**src/rtl/ph_pkg.sv**
```systemverilog
// Package: shared types and code-to-value decoding for the peak-and-hold
// regulator. All levels are in mA, all durations in microsecond ticks.
package ph_pkg;

    typedef enum logic [1:0] {
        MODE_DIRECT     = 2'b00,
        MODE_HOLD       = 2'b01,
        MODE_PEAK_MIN   = 2'b10,
        MODE_PEAK_TIMED = 2'b11
    } reg_mode_e;

    typedef enum logic [1:0] {
        ST_IDLE = 2'b00,
        ST_ON   = 2'b01,
        ST_OFF  = 2'b10
    } phase_e;

    // Reset values of the captured configuration
    localparam logic [1:0] DEF_MODE = 2'b00;
    localparam logic [1:0] DEF_PEAK = 2'b10;
    localparam logic [1:0] DEF_HOLD = 2'b01;
    localparam logic [1:0] DEF_OFF  = 2'b01;
    localparam logic [2:0] DEF_TPK  = 3'b101;

    function automatic int peak_ma(input logic [1:0] code);
        case (code)
            2'b00:   return 1200;
            2'b01:   return 1800;
            2'b10:   return 2400;
            default: return 3600;
        endcase
    endfunction

    function automatic int hold_ma(input logic [1:0] code);
        case (code)
            2'b00:   return 700;
            2'b01:   return 1000;
            2'b10:   return 1400;
            default: return 2000;
        endcase
    endfunction

    function automatic int off_us(input logic [1:0] code);
        return 100 * (int'(code) + 1);
    endfunction

    function automatic int tpk_us(input logic [2:0] code);
        return 800 + 400 * int'(code);
    endfunction

endpackage

```
**src/rtl/ph_us_timer.sv**
```systemverilog
// Module: microsecond down-counter.
// Loads a duration, counts it down on us_tick, and pulses expire on the
// tick that finishes the count. clear has priority over load.
// Assumes load_val is nonzero whenever load is asserted.
module ph_us_timer #(
    parameter int W = 12
) (
    input  logic         clk,
    input  logic         rst_n,
    input  logic         tick,
    input  logic         clear,
    input  logic         load,
    input  logic [W-1:0] load_val,
    output logic         busy,
    output logic         expire
);
    logic [W-1:0] cnt;

    // Count register: clear, reload or decrement on tick
    always_ff @(posedge clk) begin
        if (!rst_n)                   cnt <= '0;
        else if (clear)               cnt <= '0;
        else if (load)                cnt <= load_val;
        else if (tick && cnt != '0)   cnt <= cnt - 1'b1;
    end

    assign busy   = (cnt != '0);
    assign expire = tick && (cnt == W'(1));

    AST_TMR_IDLE_STAYS: assert property (@(posedge clk) disable iff (!rst_n)
        (cnt == '0 && !load) |=> (cnt == '0));

endmodule

```
**src/rtl/ph_cfg_latch.sv**
```systemverilog
// Module: configuration capture.
// Samples the raw codes on capture and holds the decoded levels and
// off-time for the whole activation. Also gives the decoded peak duration
// of the live inputs so the peak timer can be loaded on the capture edge.
module ph_cfg_latch #(
    parameter int CUR_W  = 12,
    parameter int TIME_W = 12
) (
    input  logic              clk,
    input  logic              rst_n,
    input  logic              capture,
    input  logic [1:0]        mode_in,
    input  logic [1:0]        peak_in,
    input  logic [1:0]        hold_in,
    input  logic [1:0]        off_in,
    input  logic [2:0]        tpk_in,
    output ph_pkg::reg_mode_e mode_q,
    output logic [CUR_W-1:0]  peak_lvl,
    output logic [CUR_W-1:0]  hold_lvl,
    output logic [TIME_W-1:0] off_len,
    output logic [TIME_W-1:0] tpk_now
);
    import ph_pkg::*;

    // Captured configuration registers
    always_ff @(posedge clk) begin
        if (!rst_n) begin
            mode_q   <= reg_mode_e'(DEF_MODE);
            peak_lvl <= CUR_W'(peak_ma(DEF_PEAK));
            hold_lvl <= CUR_W'(hold_ma(DEF_HOLD));
            off_len  <= TIME_W'(off_us(DEF_OFF));
        end else if (capture) begin
            mode_q   <= reg_mode_e'(mode_in);
            peak_lvl <= CUR_W'(peak_ma(peak_in));
            hold_lvl <= CUR_W'(hold_ma(hold_in));
            off_len  <= TIME_W'(off_us(off_in));
        end
    end

    // Peak duration of the live inputs, used only on the capture edge
    assign tpk_now = TIME_W'(tpk_us(tpk_in));

    AST_CFG_FROZEN: assert property (@(posedge clk) disable iff (!rst_n)
        !capture |=> ($stable(hold_lvl) && $stable(peak_lvl) && $stable(mode_q)));

endmodule

```
**src/rtl/ph_regulator.sv**
```systemverilog
// Module: peak-and-hold regulator top.
// Sequences idle / on / off phases. It compares cur_ma with the peak or
// hold level after blanking, runs the fixed off-time and the peak-duration
// timer, and drives drive_en from the phase register.
// Assumes us_tick is a single-cycle pulse and cur_ma is already synchronous.
module ph_regulator #(
    parameter int CUR_W    = 12,
    parameter int TIME_W   = 12,
    parameter int BLANK_US = 20
) (
    input  logic             clk,
    input  logic             rst_n,
    input  logic             us_tick,
    input  logic             chan_req,
    input  logic [CUR_W-1:0] cur_ma,
    input  logic [1:0]       cfg_mode,
    input  logic [1:0]       cfg_peak,
    input  logic [1:0]       cfg_hold,
    input  logic [1:0]       cfg_off,
    input  logic [2:0]       cfg_tpk,
    output logic             drive_en
);
    import ph_pkg::*;

    localparam logic [TIME_W-1:0] BLANK_LEN = TIME_W'(BLANK_US);

    phase_e            state, state_d;
    logic              peak_phase, peak_d;
    logic              activate, blank_load, off_load;
    logic              blank_busy, blank_exp, off_busy, off_exp, pk_busy, pk_exp;
    logic              cmp_ok, over;
    reg_mode_e         mode_q;
    logic [CUR_W-1:0]  peak_lvl, hold_lvl, thr;
    logic [TIME_W-1:0] off_len, tpk_now;

    assign activate = (state == ST_IDLE) && chan_req;

    ph_cfg_latch #(.CUR_W(CUR_W), .TIME_W(TIME_W)) u_cfg (
        .clk(clk), .rst_n(rst_n), .capture(activate),
        .mode_in(cfg_mode), .peak_in(cfg_peak), .hold_in(cfg_hold),
        .off_in(cfg_off), .tpk_in(cfg_tpk),
        .mode_q(mode_q), .peak_lvl(peak_lvl), .hold_lvl(hold_lvl),
        .off_len(off_len), .tpk_now(tpk_now)
    );

    ph_us_timer #(.W(TIME_W)) u_blank (
        .clk(clk), .rst_n(rst_n), .tick(us_tick), .clear(!chan_req),
        .load(blank_load), .load_val(BLANK_LEN),
        .busy(blank_busy), .expire(blank_exp)
    );

    ph_us_timer #(.W(TIME_W)) u_off (
        .clk(clk), .rst_n(rst_n), .tick(us_tick), .clear(!chan_req),
        .load(off_load), .load_val(off_len),
        .busy(off_busy), .expire(off_exp)
    );

    ph_us_timer #(.W(TIME_W)) u_peak (
        .clk(clk), .rst_n(rst_n), .tick(us_tick), .clear(!chan_req),
        .load(activate), .load_val(tpk_now),
        .busy(pk_busy), .expire(pk_exp)
    );

    // Active threshold: the peak level is used until the peak phase ends
    assign thr = (peak_phase && !(mode_q == MODE_PEAK_TIMED && pk_exp)) ? peak_lvl : hold_lvl;
    // The comparator counts only once the blanking window has elapsed
    assign cmp_ok = !blank_busy || blank_exp;
    assign over   = (cur_ma >= thr);

    // Next phase, peak flag and timer loads
    always_comb begin
        state_d    = state;
        peak_d     = peak_phase;
        blank_load = 1'b0;
        off_load   = 1'b0;
        if (!chan_req) begin
            state_d = ST_IDLE;
            peak_d  = 1'b0;
        end else begin
            if (state != ST_IDLE && mode_q == MODE_PEAK_TIMED && pk_exp)
                peak_d = 1'b0;
            case (state)
                ST_IDLE: begin
                    state_d    = ST_ON;
                    blank_load = 1'b1;
                    peak_d     = (cfg_mode == MODE_PEAK_MIN) || (cfg_mode == MODE_PEAK_TIMED);
                end
                ST_ON: begin
                    if (mode_q != MODE_DIRECT && cmp_ok && over) begin
                        state_d  = ST_OFF;
                        off_load = 1'b1;
                        if (mode_q == MODE_PEAK_MIN) peak_d = 1'b0;
                    end
                end
                ST_OFF: begin
                    if (off_exp) begin
                        state_d    = ST_ON;
                        blank_load = 1'b1;
                    end
                end
                default: state_d = ST_IDLE;
            endcase
        end
    end

    // Phase and peak-flag registers
    always_ff @(posedge clk) begin
        if (!rst_n) begin
            state      <= ST_IDLE;
            peak_phase <= 1'b0;
        end else begin
            state      <= state_d;
            peak_phase <= peak_d;
        end
    end

    assign drive_en = (state == ST_ON);

    AST_REQ_DROP_OFF: assert property (@(posedge clk) disable iff (!rst_n)
        !chan_req |=> !drive_en);
    AST_DIRECT_FOLLOWS: assert property (@(posedge clk) disable iff (!rst_n)
        (state != ST_IDLE && mode_q == MODE_DIRECT && chan_req) |=> drive_en);
    AST_BLANK_KEEPS_ON: assert property (@(posedge clk) disable iff (!rst_n)
        (state == ST_ON && blank_busy && !blank_exp && chan_req) |=> drive_en);
    AST_OFF_TIMER_RUNS: assert property (@(posedge clk) disable iff (!rst_n)
        (state == ST_OFF) |-> off_busy);
    AST_OFF_HOLDS: assert property (@(posedge clk) disable iff (!rst_n)
        (state == ST_OFF && !off_exp && chan_req) |=> !drive_en);
    AST_PEAK_MIN_ONCE: assert property (@(posedge clk) disable iff (!rst_n)
        (mode_q == MODE_PEAK_MIN && state == ST_OFF) |-> !peak_phase);
    AST_PEAK_TIMED_HELD: assert property (@(posedge clk) disable iff (!rst_n)
        (mode_q == MODE_PEAK_TIMED && state != ST_IDLE && pk_busy && !pk_exp) |-> peak_phase);

endmodule

```
**config.mk**
```make
export PLATFORM = sky130hd
export DESIGN_NAME = ph_regulator
export DESIGN_NICKNAME = d
export VERILOG_FILES = /design/src/rtl/ph_pkg.sv /design/src/rtl/ph_us_timer.sv /design/src/rtl/ph_cfg_latch.sv /design/src/rtl/ph_regulator.sv
export SDC_FILE = /design/constraint.sdc
export NUM_CORES = 1
export LEC_CHECK = 0
export CORE_UTILIZATION = 59
export DETAILED_ROUTE_END_ITERATION = 8
export PLACE_DENSITY_LB_ADDON = 0.2
export SKIP_CTS_REPAIR_TIMING = 1
export SYNTH_ARGS = -nofsm -noshare
export SYNTH_HDL_FRONTEND = slang
export SYNTH_SLANG_ARGS = --single-unit
```
**constraint.sdc**
```tcl
create_clock -name clk -period 3.9 [get_ports clk]
set_input_delay 0.39 -clock clk [delete_from_list [all_inputs] [get_ports clk]]
set_output_delay 0.39 -clock clk [all_outputs]
set_load 0.005 [all_outputs]
```
# Word level (Yosys, flattened, before mapping)
# Cells that the tools add are included.
# totals
out_inout_bits	1
register_bits	75
word_cells	88
input_bits	27
# op_classes
add_sub_neg	5
n_mux	22
n_reduce_logical	31
bitwise_logic	2
eq_ne	15
order_cmp	1
mul	2
# op_table
cell	count
$mux 12	5
$eq 12x1->1 const B	3
$pmux 12 s3	1
$reduce_bool 12->1	3
$sub 12x1->12 const B	3
$pmux 11 s3	1
$mul 6x32->10 const A	1
$eq 2x2->1 const B	7
$logic_and 1x1->1	13
$add 11x12->12 const A	1
$ge 12x12->1	1
$mux 5	2
$reduce_bool 2->1	5
$mul 5x3->8 const A	1
$mux 1	8
$eq 2x1->1 const B	3
$logic_not 2->1	3
$pmux 2 s3	1
$mux 2	2
$pmux 1 s2	2
$reduce_and 2->1	2
$add 2x1->3 const B	1
$reduce_or 3->1	1
$logic_not 1->1	2
other kinds (4)	6

# Depth between registers and ports, before layout
# logic_depth
depth_word	12
depth_mapped	14
ltp_nobuf	12

# Modules after synthesis
# A second synthesis with hierarchy kept.
# unflattened
cells_unflattened	493
area_unflattened_um2	4192.8
# by_module_without_submodules
module	cells_per_inst	area_each_um2	instances	seq_area_each_um2
ph_us_timer	92	749.5	3	240.2
ph_cfg_latch	143	1351.3	1	480.5
ph_regulator	74	593.1	1	60.1

# Least setup slack after synthesis
# No wires, ideal clock.
# synth_path
path_type	register -> register
startpoint	reg u_peak.cnt[5]
endpoint	reg state[1]
setup_time_ns	0.115
period_less_slack_ns	3.377
arrival_time_ns	3.263
required_ns	3.785
path_slack_ns	0.523
stages_incl_launch_ff	13
n_path_buf	2
path_cell_list	dfxtp_1 -> nor4_1 -> nand4_1 -> o21ai_0 -> buf_2 -> mux2i_1 -> ha_1 -> nor2b_1 -> a311o_1 -> a211oi_1 -> nor3_1 -> buf_4 -> o21a_1
# synth_via
elab_chain_cells	10
# synth_rtl
element	line	rtl
from (decl)	ph_us_timer.sv:17	logic [W-1:0] cnt;
from (signal assigned)	ph_us_timer.sv:23	else if (load) cnt <= load_val;
from (signal assigned)	ph_us_timer.sv:24	else if (tick && cnt != '0) cnt <= cnt - 1'b1;
$eq 12x1->1	ph_us_timer.sv:28	assign expire = tick && (cnt == W'(1));
$logic_and 1x1->1	ph_us_timer.sv:28	
$logic_and 1x1->1	ph_regulator.sv:65	assign thr = (peak_phase && !(mode_q == MODE_PEAK_TIMED && pk_exp)) ? peak_lvl : hold_lvl;
$logic_not 1->1	ph_regulator.sv:65	
$logic_and 1x1->1	ph_regulator.sv:65	
$mux 12	ph_regulator.sv:65	
$ge 12x12->1	ph_regulator.sv:68	assign over = (cur_ma >= thr);
$logic_and 1x1->1	ph_regulator.sv:89	if (mode_q != MODE_DIRECT && cmp_ok && over) begin
$ne 2x1->1 (no line)	n/a	
$reduce_and 2->1 (no line)	n/a	
to (signal assigned)	ph_regulator.sv:112	state <= state_d;
to (decl)	ph_regulator.sv:27	phase_e state, state_d;
# No other way between the ends.
# A chain may end at the register's enable or synchronous reset.

# Final worst setup path
# layout_path
startpoint	reg u_peak.cnt[5]
endpoint	reg u_off.cnt[8]
# layout_via
elab_chain_cells	12
elab_cells_between_ends	13
classes_between	order compare (1); eq/ne (1); mux (5); reduce/logical (6)
# layout_rtl
element	line	rtl
$eq 12x1->1 (*)	ph_us_timer.sv:28	
$logic_and 1x1->1 (*)	ph_us_timer.sv:28	
$logic_and 1x1->1 (*)	ph_regulator.sv:65	
$logic_not 1->1 (*)	ph_regulator.sv:65	
$logic_and 1x1->1 (*)	ph_regulator.sv:65	
$mux 12 (*)	ph_regulator.sv:65	
$ge 12x12->1 (*)	ph_regulator.sv:68	
$logic_and 1x1->1 (*)	ph_regulator.sv:89	
$mux 1 (*)	ph_regulator.sv:89	
$mux 1 (*)	ph_regulator.sv:82	case (state)
$mux 1 (*)	ph_regulator.sv:76	if (!chan_req) begin
$mux 12 or $reduce_bool 2->1 (tied branches)	n/a	
to (signal assigned)	ph_us_timer.sv:23	
to (signal assigned)	ph_us_timer.sv:24	
to (decl)	ph_us_timer.sv:17	
# Mark *: on every way between the ends. The rest lies on a longest branch, timed or not.

==> impl_summary.log <==
[metrics] via count of the first global-routing pass: 3,085
[metrics] Yosys cell types: 54
[metrics] global placement routability congestion: 0.845
[metrics] sum of buffers and inverters on the critical path: 2
[metrics] fmax: 289 MHz
[metrics] clock-pin slew reported for the worst setup and hold paths after clock tree synthesis: 60 ps
[metrics] unrepaired setup endpoints after global routing: false
[metrics] number of enable-type register cells in the synthesized netlist: 0
[metrics] ANT cells: 0
[metrics] synthesized area: 3710 um2
[metrics] Critical Path AT: 3730 ps
[metrics] reg-to-reg startpoint: u_peak.cnt[5]
[metrics] sequential element share of the synthesized area: 34.5%
[metrics] Worst path top cell family by delay: simple AND/OR/NAND/NOR gates
[metrics] FF+latch count, synth: 64
[metrics] vertical extent of the die: 81.3 um
[metrics] later-pin clock latency in the skew report: 340 ps
[metrics] primary flip-flop cell chosen by synthesis mapping: sky130_fd_sc_hd__dfxtp_1
[metrics] CP max stage cell: sky130_fd_sc_hd__nor3_2
[metrics] number of I/O pins: 28
[metrics] Placed Area: 4050 um2
[metrics] synthesized instance count: 439
[metrics] max_slew headroom: 32.1%
[metrics] Yosys top cell by area: sky130_fd_sc_hd__dfxtp_1
[metrics] average routed wire per standard cell: 14.6 um
[metrics] maximum capacitance violations: 0
[metrics] final WL: 7.94 mm
[metrics] category of the most critical setup path: reg2reg
[metrics] count of buffers inserted at the top-level ports: 27
[metrics] Detail Route Antenna Nets: 0
[metrics] maximum fanout count along the critical path: 13
[metrics] slew of the pin with the lowest slew margin: 1010 ps
[metrics] top cells by count, synth: sky130_fd_sc_hd__dfxtp_1, sky130_fd_sc_hd__nand2_1, sky130_fd_sc_hd__ha_1
[metrics] Worst Skew: 7.97 ps
[metrics] effective utilization at floorplan: 61.9%
[metrics] length in cells of the worst reg-to-reg path: 12
[metrics] Largest stage delay, worst path: 830 ps
[metrics] filler instances: 475
[metrics] sum of met2 wire segment lengths after detailed routing: 4.00 mm
[metrics] crit share post-route: 88.8%
[metrics] area growth from synthesis to layout: 15.2%
[metrics] Die Wd: 81.3 um
[metrics] setup tns final: 0 ps
[metrics] DRT iter0 DRCs: 174
[metrics] first-pass iteration count of the detailed router: 5
[metrics] Num CTS Buffers: 9
[metrics] outcome: finished clean
[metrics] leftover overflow at the end of global routing: 0
[metrics] startpoint type of the worst setup path: flop
[metrics] capture point of the worst reg-to-reg path: u_off.cnt[8]
[metrics] leading cell type by number of instances after synthesis: sky130_fd_sc_hd__dfxtp_1
[metrics] proportion of netlist area held by the largest area contributor: 34.5%
[metrics] final std cell area, no fill: 4270 um2
[metrics] post-detailed-route via-to-cell ratio: 5.86
[metrics] All-Layer GR Usage: 27.0%
[metrics] clock tree from TritonCTS: built
[metrics] wire length on met3: 275 um
[metrics] Final #Nets: 527
[metrics] pin count of the biggest net entering global routing: 27
[metrics] Required @ worst endpoint: 4160 ps
[metrics] core region area: 5990 um2
[metrics] minimum period implied by the final worst setup slack: 3460 ps
[metrics] Ys Warns: 0
[metrics] DRC: 0
[metrics] Sink Count: 64
[metrics] PwrDens: 416 nW/um2
[metrics] worst hold-check path type: reg2reg
[metrics] setup slack of the most critical reg-to-reg path: 440 ps
[metrics] dpl hpwl: 5.81 mm
[metrics] deepest clock path buffer count: 2
[metrics] initial antenna violation count: 0
[metrics] endpoint type of the worst setup path: flop
[metrics] final-report setup violation count: 0
[metrics] top routing layer in use: met4
[metrics] Worst IR Drop VDD: 0.000281 V
[metrics] leakage power summed over all cells: 1.83 nW
[metrics] CP Cell Sequence: nor4_1, buf_4, nand4_1, o21ai_1, buf_4, mux2i_1, ha_1, o211ai_1, a211oi_1, nand4_1, nor3_2, mux2i_1
[metrics] count of vias placed by the detailed router: 3,194
[metrics] Max Slew Vio Count: 0
[metrics] synth top area cells: sky130_fd_sc_hd__dfxtp_1, sky130_fd_sc_hd__ha_1, sky130_fd_sc_hd__nand2_1
[metrics] wire length of the first global-routing pass: 13.6 mm
[metrics] count of final hold-check violations: 0
[metrics] fraction of layout cells with a size suffix above 1: 6.81%
[metrics] mean post-synth cell area: 8.45 um2
[metrics] Syn Nets: 500
[metrics] Row Count: 28
[metrics] cell chosen for the clock root: sky130_fd_sc_hd__clkbuf_8
[metrics] hold path cells: 2
[metrics] Die ar.: 6610 um2
[metrics] Worst Min Path Start: u_cfg.off_len[3]
[metrics] post-layout power: 1.78 mW
[metrics] fraction of registers with async set or reset after synthesis: 0%
[metrics] post-route met1 wirelength: 3.53 mm
[metrics] Hold Crit Endpoint: u_off.cnt[3]
[metrics] H-Tree Depth: 3
## final cells by class
class,count,area [um2],share of cell area [%]
clock buffers,12,155,3.63
well taps,75,93.8,2.20
flip-flops and latches,64,1280,30.0
repair buffers,33,315,7.38
multi-input cells,339,2290,53.6
clock inverters,3,65.1,1.52
inverters,19,71.3,1.67
## cell families after synthesis
| kind of cell | count (synthesis) | synth area share (%) |
|---|---|---|
| simple gates | 177 | 23.7 |
| flops | 64 | 34.5 |
| mux | 21 | 5.74 |
| compound gates | 80 | 14.4 |
| fa+ha+maj | 34 | 11.5 |
| buf+inv | 36 | 3.81 |
| xor+xnor | 27 | 6.38 |
## layer usage
metal | vias to the layer above | track usage (%)
li1 | 1603 | -
met1 | 1504 | 31.5
met2 | 71 | 47.8
met3 | 16 | 4.27
met4 | 0 | 12.7
met5 | - | 0
## stage by stage
stage / utilization [%] / instances / hold WS [ps] / setup WS [ps]
3_3_place_gp: 67.6 / 530 / 448 / 522
2_1_floorplan: - / 439 / 425 / 523
3_5_place_dp: 67.6 / 530 / 456 / 336
4_1_cts: 71.3 / 545 / 463 / 419
6_report: 71.3 / 545 / 461 / 436
5_1_grt: 71.3 / 545 / 488 / 66.3
## worst max path at each step
stage	startpoint	to	slack, ps	cells after the start
floorplan	u_peak.cnt[5]	state[1]	520	12
finish	u_peak.cnt[5]	u_off.cnt[8]	440	12
detailed placement	us_tick	u_off.cnt[8]	340	11
global route	u_peak.cnt[5]	u_off.cnt[6]	70	12
CTS	u_peak.cnt[5]	u_off.cnt[8]	420	12
global placement	us_tick	u_off.cnt[3]	520	11
## where the power goes
part           total [mW]  leakage [nW]  internal [mW]  switching [mW]
combinational       0.427          1.20          0.186           0.242
sequential          0.726         0.523          0.693          0.0329
clock               0.626         0.112          0.390           0.235
## placed cells by master (no fill, tap or decap), types with 4 or more instances in the layout
cell type / n
sky130_fd_sc_hd__dfxtp_1: 64
sky130_fd_sc_hd__nand2_1: 59
sky130_fd_sc_hd__ha_1: 34
sky130_fd_sc_hd__nor2_1: 33
sky130_fd_sc_hd__clkdlybuf4s50_1: 27
sky130_fd_sc_hd__inv_1: 19
sky130_fd_sc_hd__nor3_1: 19
sky130_fd_sc_hd__mux2i_1: 19
sky130_fd_sc_hd__a21oi_1: 19
sky130_fd_sc_hd__xor2_1: 19
sky130_fd_sc_hd__o21ai_0: 17
sky130_fd_sc_hd__nand3_1: 12
sky130_fd_sc_hd__clkbuf_8: 11
sky130_fd_sc_hd__xnor2_1: 8
sky130_fd_sc_hd__nor4_1: 7
sky130_fd_sc_hd__a21boi_0: 7
sky130_fd_sc_hd__nand2b_1: 6
sky130_fd_sc_hd__nand4_1: 6
sky130_fd_sc_hd__buf_4: 6
sky130_fd_sc_hd__nand4b_1: 4
sky130_fd_sc_hd__and2_1: 4
sky130_fd_sc_hd__or4_1: 4
sky130_fd_sc_hd__o41ai_1: 4
sky130_fd_sc_hd__o211a_1: 4
sky130_fd_sc_hd__a211oi_1: 4
## registers in the layout, indices dropped and copies added (netlist names), 2 cells and up
name,flops
state,2
u_blank.cnt,12
u_cfg.hold_lvl,6
u_cfg.mode_q,2
u_cfg.off_len,8
u_cfg.peak_lvl,9
u_off.cnt,12
u_peak.cnt,12
## worst register-to-register path, delay by kind of cell (launching register included)
family                     cells  cell delay [ps]
adders and majority gates      1              210
AOI/OAI and AO/OA              3              480
muxes                          2              500
buffers and inverters          2              420
and+or+nand+nor                4             1460
DFF                            1              330
No activity file was read; power rests on OpenSTA's default activity.
